### src/rtl/loop_issue_pkg.sv
// Package: shared types for the loop issue controller.
// Assumes: the loop-start word is 18 bits with the field layout in lis_decode.
package loop_issue_pkg;

    localparam int WORD_W = 18;
    localparam int MAP_W  = 32;
    localparam int GRP_N  = 4;
    localparam int GRP_W  = 8;

    typedef enum logic [1:0] {
        ST_IDLE = 2'd0,
        ST_RUN  = 2'd1,
        ST_DONE = 2'd2
    } lis_state_e;

    typedef struct packed {
        logic       pre;
        logic       fp;
        logic [1:0] grp;
        logic [7:0] mask;
        logic [2:0] k;
        logic [2:0] reg_no;
    } lis_cfg_t;

endpackage

### src/rtl/lis_decode.sv
// Module: lis_decode
// Splits a latched loop-start word into its fields and expands the
// intermediate-register mask into a full 32-entry forwarding map.
// Assumes: word layout reg[2:0], k[5:3], mask[13:6], grp[15:14], fp[16], pre[17].
module lis_decode
    import loop_issue_pkg::*;
(
    input  logic [WORD_W-1:0] word,
    output lis_cfg_t          cfg,
    output logic [MAP_W-1:0]  fwd_map
);

    // Field extraction.
    always_comb begin
        cfg.reg_no = word[2:0];
        cfg.k      = word[5:3];
        cfg.mask   = word[13:6];
        cfg.grp    = word[15:14];
        cfg.fp     = word[16];
        cfg.pre    = word[17];
    end

    // One slice per register group; only the selected group gets the mask.
    for (genvar g = 0; g < GRP_N; g++) begin : g_slice
        assign fwd_map[g*GRP_W +: GRP_W] =
            (cfg.grp == g[1:0]) ? cfg.mask : '0;
    end

endmodule

### src/rtl/lis_index_gen.sv
// Module: lis_index_gen
// Holds the running index and lane tag, steps them per issue, and flags
// when the next index would reach the limit.
// Assumes: IDX_W >= 8 so that a step of 2^7 fits; LANES is a power of two.
module lis_index_gen #(
    parameter int IDX_W = 16,
    parameter int TAG_W = 2
) (
    input  logic             clk,
    input  logic             rst_n,
    input  logic             clear,
    input  logic             advance,
    input  logic [2:0]       k,
    input  logic [IDX_W-1:0] limit,
    output logic [IDX_W-1:0] idx,
    output logic [TAG_W-1:0] tag,
    output logic             last
);

    localparam int EXT_W = IDX_W + 1;

    logic [EXT_W-1:0] step_ext;
    logic [EXT_W-1:0] next_ext;

    // Next index computed one bit wider so a wrap can never look small.
    always_comb begin
        step_ext = EXT_W'(1) << k;
        next_ext = {1'b0, idx} + step_ext;
        last     = (next_ext >= {1'b0, limit});
    end

    // Index and tag registers.
    always_ff @(posedge clk) begin
        if (!rst_n || clear) begin
            idx <= '0;
            tag <= '0;
        end else if (advance) begin
            idx <= next_ext[IDX_W-1:0];
            tag <= tag + 1'b1;
        end
    end

endmodule

### src/rtl/lis_lane_retire.sv
// Module: lis_lane_retire
// Remembers the tag of the final iteration of the finished loop and
// classifies each loop-end marker as branch-back or discard.
// Assumes: markers arriving before the loop finishes are all discarded.
module lis_lane_retire #(
    parameter int TAG_W = 2
) (
    input  logic             clk,
    input  logic             rst_n,
    input  logic             clear,
    input  logic             mark_last,
    input  logic [TAG_W-1:0] cur_tag,
    input  logic             end_valid,
    input  logic [TAG_W-1:0] end_tag,
    output logic             end_return,
    output logic             end_kill
);

    logic             have_last;
    logic [TAG_W-1:0] last_tag;

    // Capture the final lane of a finished loop.
    always_ff @(posedge clk) begin
        if (!rst_n || clear) begin
            have_last <= 1'b0;
            last_tag  <= '0;
        end else if (mark_last) begin
            have_last <= 1'b1;
            last_tag  <= cur_tag;
        end
    end

    // Marker classification.
    always_comb begin
        end_return = end_valid && have_last && (end_tag == last_tag);
        end_kill   = end_valid && !end_return;
    end

endmodule

### src/rtl/loop_issue_ctrl.sv
// Module: loop_issue_ctrl (top)
// Accepts a loop-start word while idle, then issues one iteration per
// cycle (or one per preamble completion) until the trip limit, pulses
// loop_done, and classifies loop-end markers per lane.
// Assumes: LANES is a power of two and at least 2; reset is synchronous.
module loop_issue_ctrl
    import loop_issue_pkg::*;
#(
    parameter int LANES = 4,
    parameter int IDX_W = 16,
    parameter int PC_W  = 16,
    parameter int OFF_W = 6,
    localparam int TAG_W = $clog2(LANES)
) (
    input  logic              clk,
    input  logic              rst_n,
    input  logic              abort,
    input  logic              start_valid,
    input  logic [17:0]       start_word,
    input  logic [IDX_W-1:0]  trip_limit,
    input  logic              pre_end_valid,
    input  logic [PC_W-1:0]   pre_end_pc,
    input  logic [OFF_W-1:0]  pre_end_off,
    input  logic              end_valid,
    input  logic [TAG_W-1:0]  end_tag,
    output logic              issue_valid,
    output logic [TAG_W-1:0]  issue_tag,
    output logic [IDX_W-1:0]  issue_index,
    output logic [2:0]        issue_reg,
    output logic              issue_fp,
    output logic [31:0]       issue_fwd_map,
    output logic              issue_pre,
    output logic [PC_W-1:0]   pre_target,
    output logic              end_return,
    output logic              end_kill,
    output logic              loop_done
);

    lis_state_e        state;
    logic [WORD_W-1:0] word_q;
    logic [IDX_W-1:0]  limit_q;
    logic              gate_q;
    lis_cfg_t          cfg;
    logic [2:0]        cfg_k;
    logic              cfg_pre;
    logic              accept;
    logic              fire;
    logic              last;

    // Start acceptance and issue firing.
    always_comb begin
        accept  = (state == ST_IDLE) && start_valid && !abort;
        fire    = (state == ST_RUN) && gate_q;
        cfg_k   = cfg.k;
        cfg_pre = cfg.pre;
    end

    // Control state machine.
    always_ff @(posedge clk) begin
        if (!rst_n || abort) begin
            state <= ST_IDLE;
        end else begin
            case (state)
                ST_IDLE: if (accept) state <= (trip_limit == '0) ? ST_DONE : ST_RUN;
                ST_RUN:  if (fire && last) state <= ST_DONE;
                default: state <= ST_IDLE;
            endcase
        end
    end

    // Latch the loop-start word and limit on acceptance.
    always_ff @(posedge clk) begin
        if (!rst_n) begin
            word_q  <= '0;
            limit_q <= '0;
        end else if (accept) begin
            word_q  <= start_word;
            limit_q <= trip_limit;
        end
    end

    // Issue gate: closed after each issue in preamble mode, reopened by a marker.
    always_ff @(posedge clk) begin
        if (!rst_n || abort) begin
            gate_q <= 1'b0;
        end else if (accept) begin
            gate_q <= 1'b1;
        end else if (pre_end_valid && state == ST_RUN) begin
            gate_q <= 1'b1;
        end else if (fire && cfg.pre) begin
            gate_q <= 1'b0;
        end
    end

    lis_decode u_decode (
        .word    (word_q),
        .cfg     (cfg),
        .fwd_map (issue_fwd_map)
    );

    lis_index_gen #(
        .IDX_W (IDX_W),
        .TAG_W (TAG_W)
    ) u_index (
        .clk     (clk),
        .rst_n   (rst_n),
        .clear   (accept || abort),
        .advance (fire),
        .k       (cfg.k),
        .limit   (limit_q),
        .idx     (issue_index),
        .tag     (issue_tag),
        .last    (last)
    );

    lis_lane_retire #(
        .TAG_W (TAG_W)
    ) u_retire (
        .clk        (clk),
        .rst_n      (rst_n),
        .clear      (accept || abort),
        .mark_last  (fire && last),
        .cur_tag    (issue_tag),
        .end_valid  (end_valid),
        .end_tag    (end_tag),
        .end_return (end_return),
        .end_kill   (end_kill)
    );

    // Issue-side outputs and the loop-top address.
    always_comb begin
        issue_valid = fire;
        issue_reg   = cfg.reg_no;
        issue_fp    = cfg.fp;
        issue_pre   = cfg.pre;
        loop_done   = (state == ST_DONE);
        pre_target  = pre_end_pc + {{(PC_W-OFF_W){pre_end_off[OFF_W-1]}}, pre_end_off};
    end

endmodule

### config.mk
export PLATFORM = sky130hd
export DESIGN_NAME = loop_issue_ctrl
export DESIGN_NICKNAME = d
export VERILOG_FILES = /design/src/rtl/loop_issue_pkg.sv /design/src/rtl/lis_decode.sv /design/src/rtl/lis_index_gen.sv /design/src/rtl/lis_lane_retire.sv /design/src/rtl/loop_issue_ctrl.sv
export SDC_FILE = /design/constraint.sdc
export NUM_CORES = 1
export LEC_CHECK = 0
export ABC_AREA = 1
export BUFFER_PORTS_ARGS = -buffer_cell sky130_fd_sc_hd__buf_2
export CAP_MARGIN = 20
export CORE_MARGIN = 3
export CORE_UTILIZATION = 55
export DETAILED_ROUTE_END_ITERATION = 8
export PLACE_DENSITY = 0.93
export SYNTH_ARGS = -nofsm -noshare
export SYNTH_HDL_FRONTEND = slang
export SYNTH_SLANG_ARGS = --single-unit
### constraint.sdc
create_clock -name clk -period 4.2 [get_ports clk]
set_clock_uncertainty 0.1 [all_clocks]
set_input_delay 0.21 -clock clk [delete_from_list [all_inputs] [get_ports clk]]
set_output_delay 0.21 -clock clk [all_outputs]
set_load 0.03 [all_outputs]
Yosys cells after proc, flatten, opt, wreduce, memory -nomap -nowiden
Cells that the tools add are included.

word-level totals
  flip-flop bits (word level) = 58
  input port bits = 64
  output and inout port bits = 75
  word-level logic and storage cells = 52

operators by class
  add/subtract/negate cells = 3
  $lt $le $gt $ge = 1
  eq/ne operators = 8
  shift-type cells = 1
  multiplexer cells = 11
  reduce and logical (&&, ||, !) cells = 20

operator list
  cell                                                                    number
  8-bit 2-to-1 mux                                                        4
  16-bit by 17-bit adder with 17-bit output                               1
  17-bit by 16-bit greater-or-equal comparator with 1-bit output          1
  1-bit by 3-bit << shifter with 17-bit output (first input constant)     1
  16-bit adder                                                            1
  16-bit logical NOT                                                      1
  1-bit logical AND                                                       9
  2-bit equality test (second input constant)                             3
  2-bit 2-to-1 mux                                                        3
  2-bit by 1-bit equality test with 1-bit output (second input constant)  2
  2-bit logical NOT                                                       2
  2-bit one-hot mux with 2 select lines                                   1
  1-bit logical NOT                                                       3
  1-bit logical OR                                                        3
  1-bit 2-to-1 mux                                                        3
  3-bit nonzero test                                                      1
  2-bit by 1-bit adder with 2-bit output (second input constant)          1
  2-bit equality test                                                     1
  2-bit by 1-bit != test with 1-bit output (second input constant)        1
  2-bit != test (second input constant)                                   1
  2-bit AND reduction                                                     1

Logic depth before layout (Yosys ltp)
Gate-level depths: netlist of the first run.

  depth in word-level cells = 6
  depth in mapped cells = 23
  gate-level depth less buffers = 23

By module
Synthesis of the first run repeated with hierarchy kept, for this count alone.

unflattened totals
  cells, all modules = 779
  area, all modules = 4682.0 um^2

modules (own cells, without submodules)
  module           instances  cells each  area an instance (um^2)  seq. area each (um^2)
  loop_issue_ctrl  1          366         2303.5                   740.7
  lis_index_gen    1          324         1915.6                   360.3
  lis_decode       1          64          307.8                    0.0
  lis_lane_retire  1          25          155.1                    60.1

Worst setup path after synthesis of the first run
OpenSTA, ideal clock, no wires.

  path kind = flip-flop to flip-flop
  from = register u_index.idx[0]
  to = register u_retire.last_tag[0]
  library setup time = 121 ps
  arrival = 2688 ps
  required time = 3979 ps
  slack = 1291 ps
  stages on the path, launching flop included = 22
  path buffers = 0
  period minus slack after synthesis = 2909 ps
  cells stage by stage = dfxtp_1 > ha_1 > fa_1 > nand3_1 > nand2_1 > nand2_2 > nand2_1 > xor2_1 > ha_1 > nand2_1 > nor2_1 > nand3b_1 > nand3_1 > nand2_1 > nand2_1 > nand2_1 > nand2_1 > nand2_1 > nand2_2 > nand2_2 > nand2_1 > a21oi_1

on the way
  cells in the longest elaborated chain, start to end = 3

ends and longest elaborated chain
  item                                                            RTL line                RTL
  start, declared                                                 lis_index_gen.sv:15     output logic [IDX_W-1:0] idx,
  start signal, assigned                                          lis_index_gen.sv:38     idx <= next_ext[IDX_W-1:0];
  16-bit by 17-bit adder with 17-bit output                       lis_index_gen.sv:28     next_ext = {1'b0, idx} + step_ext;
  named net u_index.next_ext[8]                                   lis_index_gen.sv:23     logic [EXT_W-1:0] next_ext;
  17-bit by 16-bit greater-or-equal comparator with 1-bit output  lis_index_gen.sv:29     last = (next_ext >= {1'b0, limit});
  1-bit logical AND                                               loop_issue_ctrl.sv:122  .mark_last (fire && last),
  end signal, assigned                                            lis_lane_retire.sv:29   last_tag <= cur_tag;
  end, declared                                                   lis_lane_retire.sv:20   logic [TAG_W-1:0] last_tag;

The timed path passes the listed nets, and every way through them passes these cells.
A chain may end at the register's enable or synchronous reset.

Worst setup path in the final report of the first run
  from = register word_q[3]
  to = register u_retire.last_tag[0]

on the way
  cells in the longest elaborated chain, start to end = 4

ends and longest elaborated chain
  item                                                            RTL line                RTL
  start, declared                                                 loop_issue_ctrl.sv:40   logic [WORD_W-1:0] word_q;
  start signal, assigned                                          loop_issue_ctrl.sv:77   word_q <= start_word;
  1-bit by 3-bit << shifter with 17-bit output                    lis_index_gen.sv:27     step_ext = EXT_W'(1) << k;
  16-bit by 17-bit adder with 17-bit output                       lis_index_gen.sv:28
  named net u_index.next_ext[14]                                  lis_index_gen.sv:23
  17-bit by 16-bit greater-or-equal comparator with 1-bit output  lis_index_gen.sv:29
  1-bit logical AND                                               loop_issue_ctrl.sv:122

The timed path passes the listed nets, and every way through them passes these cells.

==> results.txt, run 1 <==
The run finished with clean final reports. The logs give 0.73 ns for the worst setup slack for register-to-register paths and 35 for the number of distinct library cells after synthesis. The logs give 288 MHz for the top achievable clock speed and 30 for the number of standard-cell rows in the floorplan. For this configuration, the core starts out at a cell density of 57.1%. Yosys mapped a number of flops with a built-in enable equal to 0. The number of antenna diodes in the final layout is 0.

The global-route wire length before repair is 17.7 mm, and the floorplan die height is 90.4 um. The worst-case setup slack after placement was 0.788 ns; the max-slew violation count was 0. Max-cap violations in this run came to 0. The tools report the endpoint kind of the worst setup timing path as a flip-flop. The tools report the final weighted congestion in routability-driven placement as 0.900. The clock-pin transition on the worst setup and hold timing paths works out to 0.06 ns. The synthesized netlist occupies a cell area of 0.00392 mm2. The final route contains 4182 vias. The number of primary I/O pins was 139; the floorplan die width was 90.4 um. The tools report the post-route worst hold slack as 0.00275 ns. The share of layout cells above drive strength 1 was 24.7%; the buffer count from post-CTS setup fixing was 0. After detailed routing, the average wire length per cell comes to 13.5 um. The maximum count of clock buffers along a single path is 2.

The initial antenna violation count is 0, and the overall die area is 0.00818 mm2. For the final routed database, the setup TNS stands at 0 ns. The per-instance average area after synthesis works out to 7.09 um2. For this run, the leading register cell type out of synthesis is dfxtp_1.

The run gives 224 as the DRC violation total after the first TritonRoute iteration. Largest net degree at the start of global routing: 65. The largest fanout on the critical path is 5, and the number of iterations in the first detailed-routing pass is 5.

The final net count was 792. Setup repair after global routing left no endpoint under its margin. The cell sitting at the root of the clock tree is a clkbuf_8.

For this design, the sink count on the clock tree is 58. Once the clock tree was built, the resizer swapped 0 gates to a different size. After detailed routing, the number of vias per cell comes to 5.31. The tools report the kind of start point of the critical path as a flip-flop. Path category of the worst min-delay check: in -> reg. TritonCTS built the clock tree.

At the pin with the least slew margin, the transition time is 0.865 ns. Power spread over the standard cell area amounts to 311 mW/mm2. Setup violations remaining at the end of the flow were counted as 0. The clock latency at the later pin of the worst-skew pair was 0.34 ns. The number of global-route vias before repair was 3968; the slack of the critical path was 0.732 ns. Leaving out fill and tap cells, the most frequent cell in the layout is buf_2.

The critical path required time came out at 4.36 ns. Detailed placement ended at an HPWL of 8.37 mm. The logs give 0 for the number of hold violations in the final report and 29.6% for the part of the Yosys area used for sequential elements. Summed over all layers, the routed wires come to 10.6 mm. In the layout the commonest cells are 138 x buf_2, 80 x inv_1, 69 x nand2_1. Summed over all cells, the static leakage comes to 0.00258 uW. The run gives 3.63 ns as the data arrival time at the worst-slack endpoint. The final critical path takes up 82.6% of the cycle. The detail route stage leaves a number of antenna-violating nets equal to 0. Compared with the post-synthesis result, the final layout area differs by 24.1%. After synthesis the netlist holds a flip-flop and latch count of 58. Subtracting the final worst setup slack from the clock period gives 3.47 ns. The number of CTS-inserted buffers is 9, and the maximum VDD drop is 0.228 mV.

Counting flops with an async set or reset pin after synthesis yields a share of 0%. The run gives 26.0% as the global routing usage summed across all routing layers. The number of nets in the synthesized netlist is 658.

Synthesis produced a netlist whose cell count is 553. In this run the tool buffered the top-level ports with 138 buffer cells. Headroom to the max-slew limit came out at 42.2%. The Yosys step of the flow raised 0 warnings. For this run the aggregate overflow at the end of global routing stands at 0.

The floorplan step defined a core boundary enclosing 0.00687 mm2. After detailed routing, the number of remaining DRC violations is 0. The worst setup path is of the reg -> reg kind.

In this run the number of H-tree levels came out at 3.
path summary, 6_finish.rpt:
| path | startpoint | depth (start not counted) | to |
|---|---|---|---|
| max reg2reg | word_q[3]$_SDFFE_PN0P_ | 20 | u_retire.last_tag[0]$_SDFFE_PP0P_ |
| min | start_word[16] | 3 | word_q[16]$_SDFFE_PN0P_ |
| min reg2reg | limit_q[1]$_SDFFE_PN0P_ | 2 | limit_q[1]$_SDFFE_PN0P_ |
| max | word_q[3]$_SDFFE_PN0P_ | 20 | u_retire.last_tag[0]$_SDFFE_PP0P_ |
area by class of cell:
class                   count  area, um2
fillers                   550       2000
flip-flops and latches     58       1160
clock inverters             5       52.6
inverters                  82        308
clock buffers              11        151
repair buffers            139        701
multi-input cells         397       2370
well taps                  96        120
flip-flops by register name (all words and copies together), names as in the netlist:
register and count:
gate_q 1, limit_q 16, state 2, u_index.idx 16, u_index.tag 2, u_retire.have_last 1, u_retire.last_tag 2, word_q 18
routing by layer:
metal	vias to the layer above	track usage, %	part of all wire (%)
li1	2083	-	-
met1	1886	30.3	41
met2	176	46.3	49
met3	37	5.33	6.8
met4	0	11.0	3.2
met5	-	0	0
per-stage QoR:
step / instance area, um2 / power, uW / cells / util [%]
CTS: 4860 / 1520 / 788 / 70.8
floorplan: 3920 / 884 / 553 / -
global placement: 4650 / 989 / 771 / 67.7
global route: 4860 / 1590 / 788 / 70.8
detailed placement: 4650 / 1000 / 771 / 67.7
finish: 4860 / 1510 / 788 / 70.8
synthesized netlist by cell type (3+ instances only):
cell      number  area (um2)
inv_1         80         300
nand2_1       69         259
nor2_1        65         244
a21oi_1       64         320
dfxtp_1       58        1160
o21ai_0       54         270
ha_1          39         488
xor2_1        26         228
nand3_1       12        60.1
nor3_1        10        50.1
o21bai_1      10        75.1
buf_2          7        35.0
clkbuf_1       6        22.5
o21ai_1        6        30.0
nand2_2        5        31.3
nor4_1         5        31.3
xnor2_1        5        43.8
a21oi_2        4        35.0
buf_4          3        22.5
nand4_1        3        18.8
kinds of logic after synthesis:
kind of cell               Yosys count  synth area share (%)
AOI/OAI and AO/OA                  149                  20.9
xor gates and xnor gates            31                  6.93
adders and majority gates           41                  13.5
buffers and inverters               98                  9.89
DFF                                 58                  29.6
and+or+nand+nor                    176                  19.2
repair_timing:
action / CTS / global route
hold endpoints to repair: 1 / 0
hold buffers: 1 / 0
setup endpoints to repair: 0 / 0
report_power, final:
group	internal [uW]	total, uW	switching (uW)
logic	134	410	276
clock network	303	517	215
registers	575	585	10.6
total	1010	1510	501
worst max-delay path: stages (launching register included):
cell and delay [ns]:
dfxtp_1 0.39, inv_1 0.12, nor3_1 0.32, fa_1 0.28, nand3_1 0.09, nand2_1 0.16
nand2_2 0.09, a21boi_2 0.22, inv_1 0.07, nor2_2 0.09, xor2_1 0.23, ha_1 0.29
nand2_1 0.08, nor2_1 0.06, a41oi_1 0.21, nand2_1 0.09, inv_1 0.08, nand2_2 0.07
nand2_2 0.13, nand2_1 0.07, a21oi_1 0.14
Power figures use the tool's default switching activity.
==> inputs of run 2 (changes only) <==
--- a/config.mk
+++ b/config.mk
@@ -9,9 +9,9 @@
 export BUFFER_PORTS_ARGS = -buffer_cell sky130_fd_sc_hd__buf_2
 export CAP_MARGIN = 20
 export CORE_MARGIN = 3
-export CORE_UTILIZATION = 55
+export CORE_UTILIZATION = 51
 export DETAILED_ROUTE_END_ITERATION = 8
-export PLACE_DENSITY = 0.93
+export PLACE_DENSITY = 0.88
 export SYNTH_ARGS = -nofsm -noshare
 export SYNTH_HDL_FRONTEND = slang
 export SYNTH_SLANG_ARGS = --single-unit
==> constraint.sdc (replaced) <==
create_clock -name clk -period 3.25 [get_ports clk]
set_clock_uncertainty 0.1 [all_clocks]
set_input_delay 0.1625 -clock clk [delete_from_list [all_inputs] [get_ports clk]]
set_output_delay 0.1625 -clock clk [all_outputs]
set_load 0.03 [all_outputs]
==> run 2 against run 1 <==
  * The run now ends with setup timing left
  * Clock power increased by 23%
  * Global-route usage down 0.27 points
  * Final area up 12%
  * Sequential power up 30%
  * Register-to-register slack lost 0.78 ns
  * Highest routed layer unchanged
==> results.txt, run 2 (synthesized netlist as in run 1, its figures left out) <==
The run finished, with violations left. The checks that failed: setup timing. The time the worst path needs with I/O delays and setup is 3.30 ns. The clock-pin transition on the worst setup and hold timing paths is 0.06 ns, and the number of routed nets with antenna violations is 0.

Power spread over the standard cell area amounts to 363 mW/mm2. Walking the worst path, the cells encountered are inv_4 -> nor3_2 -> ha_2 -> a21oi_2 -> nand2_4 -> a31oi_4 -> xor2_1 -> ha_1 -> nand2_1 -> a21oi_2 -> nor2_1 -> nand3_1 -> nand2_1 -> nand2_1 -> nand2_1 -> nand2_1 -> nand2_2 -> nand2_4 -> nand2_4 -> nand2_2 -> a21oi_2. After the last flow step, the layout net total stands at 820. The maximum count of clock buffers along a single path was 2.

In the layout the commonest cells are 138 x buf_2, 75 x inv_1, 61 x nor2_1. The average via count per standard cell was 5.46. Before CTS, the worst setup slack after placement is -0.174 ns. The critical path required time is 3.42 ns. The logs give 5 for the number of iterations in the first detailed-routing pass and 9 for the number of CTS-inserted buffers.

The core footprint is 0.00737 mm2, and the worst stage delay on the critical path is 0.41 ns. In this run the horizontal extent of the chip is 93.7 um. The data arrival time at the worst-slack endpoint was 3.47 ns; the number of flip-flops under the largest register name was 18.

The tools report the cell area reported after detailed placement as 0.00465 mm2. Counting the fill cells in the layout gives 539. The final weighted congestion in routability-driven placement was 0.861; the measured slew at the worst slew-check pin was 0.917 ns. The startpoint-to-endpoint class of the critical path is reg -> reg. The first routing iteration left 277 violations. The most numerous cell type found on the critical path is nand2_1.

The portion of the clock cycle consumed by the worst path in the final layout came out at 102%. Setup repair after global routing could not meet its margin everywhere. The post-route total power is 1980 uW. After detailed routing, the wire length on met1 is 4.81 mm. STA classifies the critical path endpoint as a flip-flop. The tools report the clock latency at the later pin of the worst-skew pair as 0.34 ns. Entering global routing, the biggest net connects 65 pins. The number of levels in the clock H-tree is 3. For this design, the slowest cell found on the critical path is dfxtp_4. Once layout is done, the placed cells without fillers occupy 0.00547 mm2. Static timing analysis puts the maximum clock frequency at 303 MHz. Wire length on met3: 900 um. In this run the worst path has a maximum fanout of 5. Kind of start point of the critical path: a flip-flop.

Measured against its own limit, the worst slew margin works out to 38.8%. The worst-case IR drop observed on VDD is 0.271 mV. The number of global-route vias before repair is 4160, and the count of port buffers added during placement is 138. The overall die area was 0.00877 mm2. TritonCTS built the clock tree. The logs give -0.0493 ns for the slack of the critical path and 8.37 mm for the HPWL after detailed placement.

Path category of the worst min-delay check: in -> reg. The number of standard-cell rows in the floorplan is 31, and the max-slew violation count is 0. The most frequent standard cell in the layout excluding fill and tap cells was buf_2. In this run the static leakage power is 0.00277 uW.

The max-cap violation count is 0, and the share of layout cells above drive strength 1 is 34.0%. 0 antenna diodes ended up in the layout. The layout-stage area growth over the synthesis result was 39.5%; the number of primary I/O pins was 139.

In the final timing run, aggregate negative setup slack is -0.122 ns. Routed signal wires occupy layers up through met4. The logs give 3 for the number of setup violations in the final report and 0 for the initial antenna violation count. The detail-routed net length per standard cell is 15.0 um. The remaining routing DRC violations is 0. Across all layers, the routed design uses 4473 vias.

From bottom edge to top edge, the die measures 93.7 um. The tools report the CTS root buffer as clkbuf_8. For the global routing usage summed across all routing layers, the log shows 25.8%. The detailed-routed wire length on met2 is 6.13 mm. Measured on the finished design, the core utilization comes to 74.2%. Global-route wire length before repair: 18.1 mm. The final layout contains routed wiring with a total length of 12.3 mm. The clock net in this run drives a total of 58 sinks. The tools report the initial standard-cell utilization of the core as 53.2%. Global routing finished with a remaining overflow of 0. The largest registers in the layout are word_q: 18 flops, limit_q: 16 flops, u_index.idx: 16 flops. Number of hold violations in the final report: 0. word_q holds more flip-flops than any other register.
run 2: changes by cell type in the layout (fill, tap and decap cells not counted), moves of 5 or more:
| cell | previous run | this run |
|---|---|---|
| nand2_1 | 69 | 58 |
| nor3_4 | 0 | 5 |
| nand2_2 | 5 | 11 |
| buf_4 | 0 | 19 |
| ha_1 | 39 | 33 |
| dlygate4sd3_1 | 1 | 9 |
| nand2_4 | 0 | 5 |
| a21oi_2 | 4 | 9 |
| nor3_1 | 10 | 2 |
| a21oi_1 | 64 | 57 |
| inv_1 | 80 | 75 |
run 2: power breakdown:
| part | switching (uW) | internal [uW] |
|---|---|---|
| clock | 283 | 353 |
| sequential | 18.1 | 742 |
| combinational | 385 | 203 |
| total | 686 | 1300 |
run 2: what timing repair did:
item,CTS,global route
setup buffers,7,14
pin swaps,9,34
hold endpoints to repair,9,0
endpoints found under the setup margin,5,5
resized for setup,25,66
hold buffers,9,0
run 2: worst max-delay path, delay by kind of cell (launching register included):
family | cells | cell delay (ns)
DFF | 1 | 0.41
AOI/OAI and AO/OA | 4 | 0.49
buffers and inverters | 1 | 0.08
adders and majority gates | 2 | 0.68
xor gates and xnor gates | 1 | 0.29
and+or+nand+nor | 13 | 1.19
run 2: area by class of cell:
cell class	instances	area, um2	share of cell area, %
multi-input cells	397	2740	50.1
clock buffers	13	139	2.54
flip-flops and latches	58	1170	21.4
well taps	99	124	2.26
inverters	82	318	5.81
clock inverters	3	40.0	0.732
repair buffers	167	935	17.1
run 2: metrics by stage:
stage / hold slack, ns / instances
detailed placement: 0.297 / 774
floorplan: 0.197 / 553
CTS: 0.000769 / 806
finish: 0.00435 / 819
global placement: 0.293 / 774
global route: 0.0242 / 819
run 2: final timing paths:
kind                           start                                 to  slack [ns]  cells after the start
min reg2reg  word_q[17]$_SDFFE_PN0P_            word_q[17]$_SDFFE_PN0P_        0.36                      2
max reg2reg   word_q[3]$_SDFFE_PN0P_  u_retire.last_tag[1]$_SDFFE_PP0P_       -0.05                     21
max           word_q[3]$_SDFFE_PN0P_  u_retire.last_tag[1]$_SDFFE_PP0P_       -0.05                     21
min                   start_word[10]            word_q[10]$_SDFFE_PN0P_       0.004                      3
run 2: per-layer routing:
| layer | track usage (%) | vias up |
|---|---|---|
| met5 | 0 | - |
| met4 | 13.0 | 0 |
| met3 | 4.09 | 45 |
| met2 | 45.8 | 229 |
| met1 | 29.8 | 2052 |
| li1 | - | 2147 |
==> inputs of run 3 (changes only) <==
--- a/config.mk
+++ b/config.mk
@@ -8,6 +8,7 @@
 export ABC_AREA = 1
 export BUFFER_PORTS_ARGS = -buffer_cell sky130_fd_sc_hd__buf_2
 export CAP_MARGIN = 20
+export CORE_ASPECT_RATIO = 1.4
 export CORE_MARGIN = 3
 export CORE_UTILIZATION = 51
 export DETAILED_ROUTE_END_ITERATION = 8
==> run 3 against run 2 <==
  * The run still ends with setup timing left
  * Core utilization rose by 0.71 points
  * First-iteration DRC count increased by 60%
  * Sequential cell count is the same
  * Combinational power increased by 0.8%
  * Register-to-register slack worse by 0.22 ns
  * Total power increased by 1.8%
  * Fmax shrank 6.3%
  * Via count increased by 3.8%
  * Non-clock buffer count up 12
  * Highest routed layer unchanged
  * Final area rose by 1.5%
==> results.txt, run 3 (synthesized netlist as in run 1, its figures left out) <==
For the leakage dissipation, the log shows 0.00284 uW. The number of buffers and inverters on the critical path is 2. CTS saw 58 sinks. Leaving out fill and tap cells, the most frequent cell in the layout is buf_2. For the final net count, the log shows 832. The number of levels in the clock H-tree came out at 3.

Walking the worst path, the cells encountered are clkinvlp_4 -> nor3_2 -> ha_1 -> inv_1 -> o21ai_1 -> a31oi_1 -> xor2_1 -> ha_1 -> nand2_2 -> a21oi_1 -> nor2_1 -> nand3_1 -> nand2_1 -> nand2_1 -> nand2_1 -> nand2_1 -> nand2_2 -> nand2_4 -> nand2_4 -> nand2_2 -> a21oi_2. After clock tree synthesis, the clock-pin slew on the worst setup and hold paths is 0.08 ns. TritonCTS built the clock tree.

Detail-routed net length per standard cell: 15.8 um. The cell sitting at the root of the clock tree is a clkbuf_8. Using the TritonRoute via totals, the vias-per-cell ratio works out to 5.60. The tools report the clock latency at the later pin of the worst-skew pair as 0.35 ns.

Entering global routing, the biggest net connects 65 pins. Overall power consumption after layout is estimated at 2020 uW. The final route contains 4643 vias. The tool flagged a number of max-cap violations equal to 0. The overall die area is 0.00879 mm2. With fillers left out, the area of the finished cells amounts to 0.00555 mm2.

For the number of fill cells in the layout, the log shows 516. Number of iterations in the first detailed-routing pass: 6. Slack of the critical path: -0.271 ns. The tools report the kind of start point of the critical path as a flip-flop.

The worst setup path is of the reg -> reg kind. The register with the most flip-flops in the layout has 18 of them. For the HPWL after detailed placement, the log shows 8.45 mm. The die is 110 um tall. For this configuration, the core starts out at a cell density of 52.9%.

Setup violations remaining at the end of the flow were counted as 5. Final hold analysis gives a worst-case slack of 0.0121 ns. In this run the power density over the cells is 364 mW/mm2. The number of hold violations in the final report was 0; the worst relative slew slack was 41.1%. The register with the most flip-flops in the final layout is word_q.

For the max-slew violation count, the log shows 0. The kind of cell adding the most delay to the critical path is simple AND/OR/NAND/NOR gates. The run gives 0 as the initial antenna violation count. In this run the worst path has a maximum fanout of 5.

The checks that failed: setup timing. STA puts the critical path data arrival time at 3.71 ns. Antenna diode count: 0.

The run gives 26.9% as the global routing usage summed across all routing layers. The run gives 442 as the DRC violation total after the first TritonRoute iteration. Among the stages of the critical path, the cell type that occurs most often is nand2_1. The flow ran to the end, but the final reports show violations. Cell area reported after detailed placement: 0.00465 mm2. The portion of the clock cycle consumed by the worst path in the final layout was 108%. Path category of the worst min-delay check: in -> reg. Global routing finished with a remaining overflow of 0. In this run the count of I/O pins placed on the die edge is 139.

The final weighted congestion in routability-driven placement was 0.913. The run gives 0.331 mV as the maximum VDD drop. At the pin with the least slew margin, the transition time is 0.882 ns. The largest registers in the layout are word_q: 18 flops, limit_q: 16 flops, u_index.idx: 16 flops.

Setup repair after global routing could not meet its margin everywhere. The first global-routing pass estimated 18.7 mm of wire. In this run, CTS created clock tree buffers numbering 9.

After layout, the minimum clock period comes to 3.52 ns. The tools report the critical path required time as 3.44 ns. On the critical path, the stage with the largest delay is an instance of dfxtp_4.

The run gives 4293 as the number of global-route vias before repair. In the layout the commonest cells are 138 x buf_2, 75 x inv_1, 60 x nand2_1, 60 x nor2_1, 57 x a21oi_1. The top achievable clock speed is 284 MHz.

The floorplan step defined a core boundary enclosing 0.00741 mm2. Of the cells placed in the final design, the portion with a size suffix greater than 1 is 34.0%. Maximum count of clock buffers along a single path: 2.

The layout-stage area growth over the synthesis result is 41.6%. In the routed design, unresolved DRC markers number 0. The total wirelength of the detailed-routed design is 13.1 mm, and the worst stage delay on the critical path is 0.39 ns. STA classifies the critical path endpoint as a flip-flop. The count of nets left with antenna violations once routing finished came out at 0. The tools report the number of standard-cell rows in the floorplan as 37. Setup total negative slack on the finished layout was measured at -1.16 ns. Measured along the x axis, the die boundary spans 80.1 um. The count of port buffers added during placement came out at 138.
-- run 3: worst reg2reg max path: cells and delay by family (launching register included) --
kind                     cells  cell delay, ns
XOR/XNOR                     1            0.36
buffers and inverters        2            0.36
AND/OR/NAND/NOR             12            1.06
adder cells (fa/ha/maj)      2            0.63
AO/OA/AOI/OAI                4            0.56
flip-flops                   1            0.39
-- run 3: path summary, 6_finish.rpt --
| path | from | end | slack (ns) | cells past startpoint |
|---|---|---|---|---|
| worst max-delay path | word_q[5]$_SDFFE_PN0P_ | state[0]$_SDFFE_PP0P_ | -0.27 | 21 |
| worst max register to register | word_q[5]$_SDFFE_PN0P_ | state[0]$_SDFFE_PP0P_ | -0.27 | 21 |
| worst min register to register | limit_q[5]$_SDFFE_PN0P_ | limit_q[5]$_SDFFE_PN0P_ | 0.37 | 2 |
| worst min-delay path | trip_limit[5] | limit_q[5]$_SDFFE_PN0P_ | 0.01 | 3 |
-- run 3: power breakdown --
part           switching [uW]  leakage, uW  internal, uW
Sequential               17.8     0.000476           742
Combinational             384      0.00226           210
Clock                     306     0.000102           360
-- run 3: metal layers --
layer  up-vias  global-route usage (%)  part of all wire [%]
li1       2167                       -                     -
met1      2092                    27.2                    35
met2       297                    48.9                    51
met3        87                    7.70                   8.7
met4         0                    14.9                   5.7
met5         -                       0                     0
-- run 3: cell type report --
class                           count  area, um2  share of cell area [%]
Clock buffer                       13        179                    3.22
Clock inverter                      3       21.3                   0.383
Inverter                           82        319                    5.75
Multi-Input combinational cell    397       2690                    48.5
Sequential cell                    58       1170                    21.1
Tap cell                           97        121                    2.19
Timing Repair Buffer              179       1040                    18.8
-- run 3: metrics by stage --
stage / cells / util (%) / setup slack [ns]
after global placement: 772 / 62.8 / -0.0285
final: 829 / 74.9 / -0.271
after floorplan: 553 / - / 0.341
after global routing: 829 / 74.9 / -0.425
after detailed placement: 772 / 62.8 / -0.219
after CTS: 811 / 69.2 / 0.0125
-- run 3: repair_timing --
action	in CTS	in global routing
setup endpoints to repair	5	5
endpoints found under the hold margin	17	0
pin swaps	8	35
buffers inserted	7	18
gates resized for setup	19	57
hold buffers	16	0
